### src/rtl/clkstop_pkg.sv
package clkstop_pkg;
    typedef enum logic [1:0] {
        ST_RUN      = 2'd0,
        ST_DRAIN    = 2'd1,
        ST_SRC_WAIT = 2'd2,
        ST_PARKED   = 2'd3
    } stop_state_e;
endpackage

### src/rtl/clkstop_phase.sv
// Shared phase counter: one reference period spans six SRC half-periods.
// All strobes describe the position the counter moves to on the coming edge.
module clkstop_phase #(
    parameter int SRC_HALF = 2
) (
    input  logic clk,
    input  logic rst_n,
    output logic ref_nx,
    output logic src_nx,
    output logic ref_rise_nx,
    output logic ref_fall_nx,
    output logic src_rise_nx
);
    localparam int PERIOD   = 6 * SRC_HALF;
    localparam int CW       = $clog2(PERIOD);
    localparam int REF_RISE = 3 * SRC_HALF;
    localparam int SRC_PER  = 2 * SRC_HALF;

    logic [CW-1:0] cnt_q;
    logic [CW-1:0] cnt_nx;
    int            src_pos;

    always_comb begin
        cnt_nx      = (cnt_q == CW'(PERIOD - 1)) ? '0 : cnt_q + 1'b1;
        src_pos     = int'(cnt_nx) % SRC_PER;
        ref_nx      = (cnt_nx >= CW'(REF_RISE));
        ref_rise_nx = (cnt_nx == CW'(REF_RISE));
        ref_fall_nx = (cnt_nx == '0);
        src_nx      = (src_pos >= SRC_HALF);
        src_rise_nx = (src_pos == SRC_HALF);
    end

    always_ff @(posedge clk or negedge rst_n) begin
        if (!rst_n) cnt_q <= '0;
        else        cnt_q <= cnt_nx;
    end
endmodule

### src/rtl/clkstop_sync.sv
module clkstop_sync #(
    parameter int STAGES = 2
) (
    input  logic clk,
    input  logic rst_n,
    input  logic d_i,
    output logic q_o
);
    logic [STAGES-1:0] sh_q;

    generate
        if (STAGES == 1) begin : g_one
            always_ff @(posedge clk or negedge rst_n) begin
                if (!rst_n) sh_q <= '1;
                else        sh_q <= d_i;
            end
        end else begin : g_chain
            always_ff @(posedge clk or negedge rst_n) begin
                if (!rst_n) sh_q <= '1;
                else        sh_q <= {sh_q[STAGES-2:0], d_i};
            end
        end
    endgenerate

    assign q_o = sh_q[STAGES-1];
endmodule

### src/rtl/clkstop_fsm.sv
module clkstop_fsm
    import clkstop_pkg::*;
(
    input  logic        clk,
    input  logic        rst_n,
    input  logic        req_i,
    input  logic        ref_rise_nx,
    input  logic        ref_fall_nx,
    input  logic        src_rise_nx,
    output stop_state_e state_q,
    output stop_state_e state_nx
);
    always_comb begin
        state_nx = state_q;
        unique case (state_q)
            ST_RUN:      if (ref_rise_nx && req_i)  state_nx = ST_DRAIN;
            ST_DRAIN:    if (ref_fall_nx)           state_nx = ST_SRC_WAIT;
            ST_SRC_WAIT: if (src_rise_nx)           state_nx = ST_PARKED;
            ST_PARKED:   if (ref_rise_nx && !req_i) state_nx = ST_RUN;
            default:                                state_nx = ST_RUN;
        endcase
    end

    always_ff @(posedge clk or negedge rst_n) begin
        if (!rst_n) state_q <= ST_RUN;
        else        state_q <= state_nx;
    end


    take_at_rise_chk: assert property (@(posedge clk) disable iff (!rst_n)
        (state_q == ST_DRAIN && $past(state_q) == ST_RUN) |-> $past(ref_rise_nx && req_i));


    park_after_pci_chk: assert property (@(posedge clk) disable iff (!rst_n)
        (state_q == ST_PARKED && $past(state_q) != ST_PARKED) |-> $past(state_q) == ST_SRC_WAIT);
endmodule

### src/rtl/clkstop_sequencer.sv
module clkstop_sequencer
    import clkstop_pkg::*;
#(
    parameter int N_PCI       = 4,
    parameter int SRC_HALF    = 2,
    parameter int SYNC_STAGES = 2
) (
    input  logic             clk,
    input  logic             rst_n,
    input  logic             stop_n_i,
    input  logic             stop_reg_i,
    input  logic [N_PCI-1:0] free_pci_i,
    input  logic             free_src_i,
    input  logic             src_float_i,
    output logic             pci_ref_o,
    output logic [N_PCI-1:0] pci_o,
    output logic             src_p_o,
    output logic             src_n_o,
    output logic             src_oe_o
);
    logic        ref_nx, src_nx, ref_rise_nx, ref_fall_nx, src_rise_nx;
    logic        pin_sync;
    logic        req;
    logic        pci_en_nx, src_run_nx;
    stop_state_e state_q, state_nx;

    clkstop_phase #(.SRC_HALF(SRC_HALF)) u_phase (
        .clk(clk), .rst_n(rst_n),
        .ref_nx(ref_nx), .src_nx(src_nx),
        .ref_rise_nx(ref_rise_nx), .ref_fall_nx(ref_fall_nx),
        .src_rise_nx(src_rise_nx)
    );

    clkstop_sync #(.STAGES(SYNC_STAGES)) u_sync (
        .clk(clk), .rst_n(rst_n), .d_i(stop_n_i), .q_o(pin_sync)
    );

    assign req = !pin_sync || stop_reg_i;

    clkstop_fsm u_fsm (
        .clk(clk), .rst_n(rst_n), .req_i(req),
        .ref_rise_nx(ref_rise_nx), .ref_fall_nx(ref_fall_nx),
        .src_rise_nx(src_rise_nx),
        .state_q(state_q), .state_nx(state_nx)
    );

    always_comb begin
        pci_en_nx  = (state_nx == ST_RUN) || (state_nx == ST_DRAIN);
        src_run_nx = free_src_i || (state_nx != ST_PARKED);
    end

    always_ff @(posedge clk or negedge rst_n) begin
        if (!rst_n) begin
            pci_ref_o <= 1'b0;
            pci_o     <= '0;
            src_p_o   <= 1'b0;
            src_n_o   <= 1'b1;
            src_oe_o  <= 1'b1;
        end else begin
            pci_ref_o <= ref_nx;
            pci_o     <= {N_PCI{ref_nx}} & (free_pci_i | {N_PCI{pci_en_nx}});
            src_p_o   <= src_run_nx ? src_nx  : 1'b1;
            src_n_o   <= src_run_nx ? !src_nx : 1'b0;
            src_oe_o  <= src_run_nx || !src_float_i;
        end
    end


    src_pair_compl_chk: assert property (@(posedge clk) disable iff (!rst_n)
        src_p_o != src_n_o);


    float_parked_chk: assert property (@(posedge clk) disable iff (!rst_n)
        !src_oe_o |-> (src_p_o && !src_n_o));


    pci_moves_with_ref_chk: assert property (@(posedge clk) disable iff (!rst_n)
        (!$stable(pci_o) && $stable(free_pci_i)) |-> !$stable(pci_ref_o));


    parked_pci_low_chk: assert property (@(posedge clk) disable iff (!rst_n)
        (state_q == ST_PARKED && $stable(free_pci_i)) |-> ((pci_o & ~free_pci_i) == '0));
endmodule

### config.mk
export PLATFORM = sky130hd
export DESIGN_NAME = clkstop_sequencer
export DESIGN_NICKNAME = d
export VERILOG_FILES = /design/src/rtl/clkstop_pkg.sv /design/src/rtl/clkstop_phase.sv /design/src/rtl/clkstop_sync.sv /design/src/rtl/clkstop_fsm.sv /design/src/rtl/clkstop_sequencer.sv
export SDC_FILE = /design/constraint.sdc
export NUM_CORES = 1
export LEC_CHECK = 0
export CAP_MARGIN = 10
export CORE_ASPECT_RATIO = 1.25
export CORE_UTILIZATION = 30
export CTS_CLUSTER_DIAMETER = 50
export DETAILED_ROUTE_END_ITERATION = 16
export HOLD_SLACK_MARGIN = 0.02
export PLACE_DENSITY = 0.53
export SLEW_MARGIN = 10
export SYNTH_ARGS = -nofsm -noshare
export SYNTH_HDL_FRONTEND = slang
export SYNTH_HIERARCHICAL = 1
export SYNTH_SLANG_ARGS = --single-unit
### constraint.sdc
create_clock -name clk -period 3.8 [get_ports clk]
set_input_delay 0.38 -clock clk [delete_from_list [all_inputs] [get_ports clk]]
set_output_delay 0.38 -clock clk [all_outputs]
set_load 0.03 [all_outputs]
# After elaboration in Yosys (flattened, before gate mapping)
# Index checks and enable logic that the tools add are counted.
# classes
addsub	1
n_lt_le_gt_ge	2
eq_ne	8
muxes	8
bitwise_logic	2
n_reduce_logical	13
# ops
operator	count
2-bit two-way mux	4
2-bit case mux with 4 select lines	1
2-bit == test, second input constant	3
4-bit by 1-bit adder with 4-bit output, second input constant	1
4-bit AND	1
2-bit by 1-bit == test with 1-bit output, second input constant	2
4-bit by 3-bit == test with 1-bit output, second input constant	1
4-bit == test, second input constant	1
4-bit by 3-bit greater-or-equal comparator with 1-bit output, second input constant	1
1-bit zero test	4
2-bit zero test	2
4-bit zero test	1
1-bit logical OR	4
4-bit two-way mux	1
4-bit bitwise OR	1
2-bit greater-or-equal comparator, second input constant	1
1-bit logical AND	2
1-bit two-way mux	2
2-bit inequality test, second input constant	1
# totals
reg_bits	16
in_bits	10
out_inout_bits	8
word_cells	42

# Logic depth before layout (Yosys ltp)
# Gate-level depths: netlist of run 1.
# depth
word_depth	10
mapped_depth	9
ltp_nobuf	9

# Hierarchy
# Netlist of run 1, hierarchy kept.
# modules_own_cells
module	instances	cells_per_inst	area_each_um2	seq_area_each_um2
clkstop_sequencer	1	21	276.5	202.7
clkstop_phase	1	21	236.5	100.1
clkstop_fsm	1	9	97.6	50.0
clkstop_sync	1	2	52.6	52.6

# Least setup slack after synthesis of run 1
# No wires, ideal clock.
# synth_path
path_kind	register to register
start	register u_phase.cnt_q[0]
end	register src_p_o
setup_ps	124
arrival_ps	1829
required_time_ps	3676
setup_slack_ps	1847
stages_incl_launch_ff	10
path_buffers	0
period_less_slack_ps	1953
path_cell_list	dfrtp_1 -> ha_1 -> nand2b_1 -> o21a_4 -> inv_2 -> o2111a_1 -> and3b_1 -> mux2i_1 -> and3b_1 -> or2_1
# synth_via
elab_chain_cells	9
word_cells_on_any_way	17
cone_classes	1 x add/sub; 1 x order compare; 4 x eq/ne; 7 x mux; 4 x reduce/logical
# synth_rtl
element	line_no	text
start: declaration	clkstop_phase.sv:19	logic [CW-1:0] cnt_q;
start signal: assignment	clkstop_phase.sv:35	else cnt_q <= cnt_nx;
4-bit by 1-bit adder with 4-bit output or 4-bit == test (tied branches)	clkstop_phase.sv:24	cnt_nx = (cnt_q == CW'(PERIOD - 1)) ? '0 : cnt_q + 1'b1;
4-bit two-way mux (*)	clkstop_phase.sv:24	
via u_phase.cnt_nx[2]	clkstop_phase.sv:20	logic [CW-1:0] cnt_nx;
4-bit by 3-bit == test with 1-bit output (*)	clkstop_phase.sv:27	ref_rise_nx = (cnt_nx == CW'(REF_RISE));
via ref_rise_nx	clkstop_sequencer.sv:21	logic ref_nx, src_nx, ref_rise_nx, ref_fall_nx, src_rise_nx;
1-bit logical AND, on equally long branches	clkstop_fsm.sv:19, clkstop_fsm.sv:16	
2-bit two-way mux, on equally long branches	clkstop_fsm.sv:19, clkstop_fsm.sv:16	
2-bit case mux with 4 select lines (*)	clkstop_fsm.sv:15	unique case (state_q)
via state_nx[1]	clkstop_sequencer.sv:25	stop_state_e state_q, state_nx;
2-bit inequality test (*)	clkstop_sequencer.sv:49	src_run_nx = free_src_i || (state_nx != ST_PARKED);
1-bit logical OR (*)	clkstop_sequencer.sv:49	
1-bit two-way mux (*)	clkstop_sequencer.sv:62	src_p_o <= src_run_nx ? src_nx : 1'b1;
end signal: assignment	clkstop_sequencer.sv:62	
end: declaration	clkstop_sequencer.sv:17	output logic src_p_o,
# The timed path passes the listed nets; every way through them passes the cells marked *.

# Final worst setup path of run 1
# Same ends and word-level chain as after synthesis.

==> flow_summary_export.csv, run 1 <==
group,metric,value,unit
floorplan,io_pins,18,
clock_network,clkSinkCount,16,
logic_synthesis,yosysUniqueCellTypes,23,
timing,fin_skew,1.05,ps
logic_synthesis,syn_area_per_cell,12.5,sq um
setup_path,start_kind,"register",
floorplan,dieArea,2400,sq um
floorplan,core_area,2030,sq um
placement,place_congestion,0.665,
setup_path,worstPathArrival,2290,ps
finish,final_cells,94,
global_route,grt_overflow,0,
drt,finalWirelength,1.09,mm
floorplan,initial_core_util,32.7,%
setup_path,end_kind,"register",
clock_network,cts_setup_buffers,0,
floorplan,die-height,54.6,um
logic_synthesis,syn-instance-count,53,
drt,drtIter0Drc,1,
timing,slew_headroom,52.4,%
logic_synthesis,synth_seq_cells,16,
clock_network,clock_path_buffers,2,
placement,dp_hpwl,825,um
global_route,grt_pass1_vias,456,
logic_synthesis,syn-num-nets,65,
timing,fin_tns_setup,0,ps
timing,slew_violations,0,
clock_network,cts_resized,0,
min_path,hold_class,"register to register",
power_and_ir_drop,power.density,420,nW/um^2
clock_network,cts_root_buffer,"clkbuf_4",
power_and_ir_drop,irDropWorstVdd,0.215,mV
setup_path,cp.required,3980,ps
drt,vias,449,
setup_path,cp_max_fo,6,
timing,layout_min_cycle_time,2110,ps
timing,max_freq,473,MHz
finish,drive_gt1_share,17.6,%
finish,mostFrequentLayoutCell,"clkdlybuf4s50_1",
timing,min_period_over_period,55.6,%
clock_network,cts_buffers,3,
drt,wl_per_cell,11.6,um
timing,rsz0062_at_grt,"false",
global_route,grt_max_degree,17,
clock_network,cts_hold_buffers,0,
clock_network,insertion_delay,280,ps
placement,dpl.cell_count,90,
clock_network,cts-htree-levels,1,
drt,firstDrtPassIters,2,
logic_synthesis,ys.warnings.count,6,
finish,most-common-layout-cells,"clkdlybuf4s50_1 (17), dfrtp_1 (12), inv_1 (7)",
timing,setup_viol,0,
logic_synthesis,yosysSeqAreaShare,61.1,%
finish,area_growth,34.9,%
floorplan,rows,18,
global_route,antenna_found_initial,0,
logic_synthesis,syn_area,663,sq um
job,cap_violations,0,
finish,n_fill_cell,213,
finish,antenna_cells,0,
drt,drcViolationCount,0,
global_route,grt_use_total,12.1,%
setup_path,path_class,"register to register",
drt,drtAntennaViolNets,0,
timing,hold_viol_final,0,
global_route,grt_first_pass_wirelength,1.97,mm
outcome,status,"complete, no violations",
finish,nets,87,
power_and_ir_drop,p_leak,0.389,nW
placement,io_buffer_count,17,
finish,multi_input_area,228,sq um
clock_network,cts_tree,"yes",
drt,vias_per_cell,4.78,
timing,tightest_slew,711,ps
finish,register_area,405,sq um
clock_network,clk_pin_slew,90,ps
floorplan,die_w,44.1,um
stage by stage:
| stage | hold WS [ps] | util (%) | worst slack, ps | cell area, sq um | total power, mW |
|---|---|---|---|---|---|
| detailed placement | 347 | 42.3 | 1660 | 858 | 0.269 |
| global placement | 346 | 42.3 | 1680 | 858 | 0.268 |
| global route | 369 | 44.1 | 1490 | 895 | 0.397 |
| CTS | 361 | 44.1 | 1640 | 895 | 0.382 |
| finish | 359 | 44.1 | 1690 | 895 | 0.376 |
| floorplan | 84.4 | - | 1850 | 663 | 0.235 |
state kept, by name (all words and copies together), names as in the netlist:
register	count
pci_o	4
pci_ref_o	1
src_n_o	1
src_oe_o	1
src_p_o	1
u_fsm/state_q	2
u_phase/cnt_q	4
u_sync/sh_q	2
cell usage after synthesis:
cell type,instances,area [sq um]
nand2b_4,1,13.8
o221ai_1,1,8.76
o22ai_1,1,6.26
dfrtp_1,12,300
nand3_1,1,5.00
o21a_4,1,15.0
a21boi_0,4,30.0
and3b_1,2,17.5
nand3_2,1,10.0
a21o_2,1,8.76
inv_2,1,3.75
o21ai_0,2,10.0
a21oi_1,1,5.00
nand2_1,2,7.51
inv_1,7,26.3
nand2b_1,2,12.5
or2_1,1,6.26
mux2i_1,1,10.0
ha_1,2,25.0
nor2_1,2,7.51
dfstp_2,4,105
o2111a_1,2,22.5
a31oi_1,1,6.26
per-layer routing:
metal | routed length [um] | GRT usage (%)
met1 | 492 | 13.8
met5 | 0 | 0
met3 | 56 | 2.64
met2 | 497 | 18.9
met4 | 41 | 10.6
power breakdown:
| group | switching [mW] | internal [mW] | total, mW | leakage [nW] |
|---|---|---|---|---|
| sequential | 0.00980 | 0.190 | 0.200 | 0.198 |
| combinational | 0.0341 | 0.0303 | 0.0644 | 0.171 |
| clock | 0.0526 | 0.0583 | 0.111 | 0.0210 |
critical path: stages (launching register included):
cell	delay [ps]
dfrtp_1	430
ha_1	280
nand2b_1	180
o21a_4	130
inv_2	50
o2111a_1	170
and3b_1	180
mux2i_1	150
and3b_1	240
or2_1	200
final timing paths:
kind | startpoint | endpoint | slack, ps | depth (start not counted)
max in group asynchronous | rst_n | pci_o[2]$_DFF_PN0_ | 2840 | 1
min in group asynchronous | rst_n | src_p_o$_DFF_PN0_ | 510 | 1
hold / removal | u_sync/sh_q[0]$_DFF_PN1_ | u_sync/sh_q[1]$_DFF_PN1_ | 360 | 0
hold reg to reg | u_sync/sh_q[0]$_DFF_PN1_ | u_sync/sh_q[1]$_DFF_PN1_ | 360 | 0
setup reg to reg | u_phase/cnt_q[0]$_DFF_PN0_ | src_p_o$_DFF_PN0_ | 1690 | 9
setup / recovery | u_phase/cnt_q[0]$_DFF_PN0_ | src_p_o$_DFF_PN0_ | 1690 | 9
cell families after synthesis:
group,Yosys count,share of synthesized area [%]
buffers and inverters,8,4.53
flip-flops,16,61.1
AO/OA/AOI/OAI,14,17.0
multiplexers,1,1.51
AND/OR/NAND/NOR,12,12.1
adder cells (fa/ha/maj),2,3.77
cell type report:
class | instances | share of cell area, %
multi-input combinational | 29 | 25.5
tap | 20 | 2.80
timing repair buffer | 17 | 19.0
inverter | 8 | 3.36
clock buffer | 4 | 4.06
sequential | 16 | 45.3
Power figures use the tool's default switching activity.
==> run 2, diff against run 1 <==
PLACE_DENSITY = 0.55   (was 0.53)
clock period = 1.9 ns   (was 3.8 ns; I/O delays follow)
==> flow_summary_export.csv, run 2 (same netlist as run 1, synthesis figures left out) <==
group,metric,value,unit
job,cap_violations,0,
global_route,grt_first_pass_wirelength,2.11,mm
power_and_ir_drop,power.density,784,nW/um^2
finish,mostFrequentLayoutCell,"clkdlybuf4s50_1",
timing,slew_violations,0,
setup_path,start_kind,"register",
drt,drtIter0Drc,4,
timing,setup_viol,1,
timing,max_freq,520,MHz
min_path,hold_class,"input port to asynchronous set/reset pin",
finish,stdcell_area,995,sq um
global_route,grt_max_degree,17,
clock_network,cts-htree-levels,1,
floorplan,dieArea,2400,sq um
timing,worst_slack,-23.7,ps
drt,vias,495,
placement,place_area,898,sq um
finish,n_fill_cell,194,
clock_network,cts_buffers,3,
placement,dp_hpwl,821,um
clock_network,clock_path_buffers,2,
clock_network,cts_tree,"yes",
clock_network,clkSinkCount,16,
floorplan,core_area,2030,sq um
setup_path,cp.required,2080,ps
floorplan,initial_core_util,32.7,%
floorplan,die-height,54.6,um
placement,dpl.cell_count,95,
timing,whs,210,ps
global_route,antenna_found_initial,0,
drt,drcViolationCount,0,
clock_network,insertion_delay,290,ps
timing,hold_viol_final,0,
placement,pre_cts_ws,-7.25,ps
clock_network,clk_pin_slew,90,ps
drt,finalWirelength,1.17,mm
finish,drive_gt1_share,35.4,%
global_route,grt_pass1_vias,502,
finish,top_regs,"pci_o x4, u_phase/cnt_q x4",
drt,drtAntennaViolNets,0,
outcome,violations,"negative setup slack",
placement,io_buffer_count,17,
floorplan,rows,18,
timing,rsz0062_at_grt,"true",
floorplan,die_w,44.1,um
power_and_ir_drop,p_leak,0.428,nW
finish,final_cells,102,
global_route,grt_use_total,12.8,%
outcome,status,"finished with violations",
drt,firstDrtPassIters,6,
clock_network,cts_root_buffer,"clkbuf_4",
setup_path,end_kind,"register",
drt,wl_per_cell,11.5,um
finish,fin_util,49.1,%
setup_path,path_class,"register to register",
global_route,grt_overflow,0,
setup_path,cp_max_fo,3,
timing,slew_headroom,72.7,%
finish,area_growth,50.0,%
finish,most-common-layout-cells,"clkdlybuf4s50_1 (17), dfrtp_1 (12), buf_4 (8)",
drt,vias_per_cell,4.85,
placement,place_congestion,0.741,
power_and_ir_drop,irDropWorstVdd,0.437,mV
finish,nets,95,
timing,min_period_over_period,101,%
setup_path,worstPathArrival,2110,ps
timing,tightest_slew,409,ps
timing,layout_min_cycle_time,1920,ps
finish,antenna_cells,0,
floorplan,io_pins,18,
timing,fin_skew,3.21,ps
-- run 2: cell types whose count changed in the layout (fill, tap and decap cells not counted), moves of 2 or more --
cell | previous run | this run
buf_4 | 0 | 8
and3b_1 | 2 | 0
and3b_2 | 0 | 2
ha_1 | 2 | 0
-- run 2: layout make-up --
cell class / instances / area [sq um] / area share [%]
sequential: 16 / 405 / 40.8
timing repair buffer: 25 / 230 / 23.1
inverter: 8 / 30.0 / 3.02
tap: 20 / 25.0 / 2.52
clock buffer: 4 / 36.3 / 3.65
multi-input combinational: 29 / 268 / 26.9
-- run 2: worst paths after layout --
check,startpoint,slack [ps],endpoint,cells after the start
min in group clk,stop_n_i,300,u_sync/sh_q[0]$_DFF_PN1_,1
min,rst_n,210,u_phase/cnt_q[0]$_DFF_PN0_,2
min reg2reg,u_sync/sh_q[0]$_DFF_PN1_,360,u_sync/sh_q[1]$_DFF_PN1_,0
max in group asynchronous,rst_n,1440,u_sync/sh_q[1]$_DFF_PN1_,2
max,u_phase/cnt_q[0]$_DFF_PN0_,-20,src_p_o$_DFF_PN0_,9
max reg2reg,u_phase/cnt_q[0]$_DFF_PN0_,-20,src_p_o$_DFF_PN0_,9
-- run 2: repair_timing --
action,4_1_cts,5_1_grt
resized for setup,2,6
cloned,0,0
pin swaps,2,1
endpoints found under the setup margin,1,7
buffers inserted,3,0
hold buffers,0,0
-- run 2: report_power, final --
| group | leakage (nW) | switching, mW | total, mW | internal [mW] |
|---|---|---|---|---|
| sequential | 0.198 | 0.0205 | 0.401 | 0.381 |
| combinational | 0.209 | 0.0770 | 0.153 | 0.0758 |
| clock | 0.0210 | 0.109 | 0.226 | 0.117 |
-- run 2: per-stage QoR --
stage                     TNS (ps)  total power [mW]
after floorplan                  0             0.471
after global placement           0             0.544
after detailed placement     -7.25             0.545
after CTS                   -0.497             0.786
after global routing          -279             0.819
final                        -23.7             0.780
-- run 2: per-layer routing --
layer / vias up / GRT usage (%) / share of wire (%)
met2: 15 / 20.8 / 49
met3: 4 / 3.96 / 5.4
met5: - / 0 / 0
met1: 238 / 14.0 / 43
met4: 0 / 9.09 / 2.5
li1: 238 / - / -
-- run 2: critical path, stage by stage, from the launching register on --
cell and delay (ps):
dfrtp_1 390, ha_2 220, nand2b_4 140, o21a_4 120
inv_2 50, o2111a_1 170, and3b_2 210, mux2i_2 90
and3b_2 230, or2_1 200
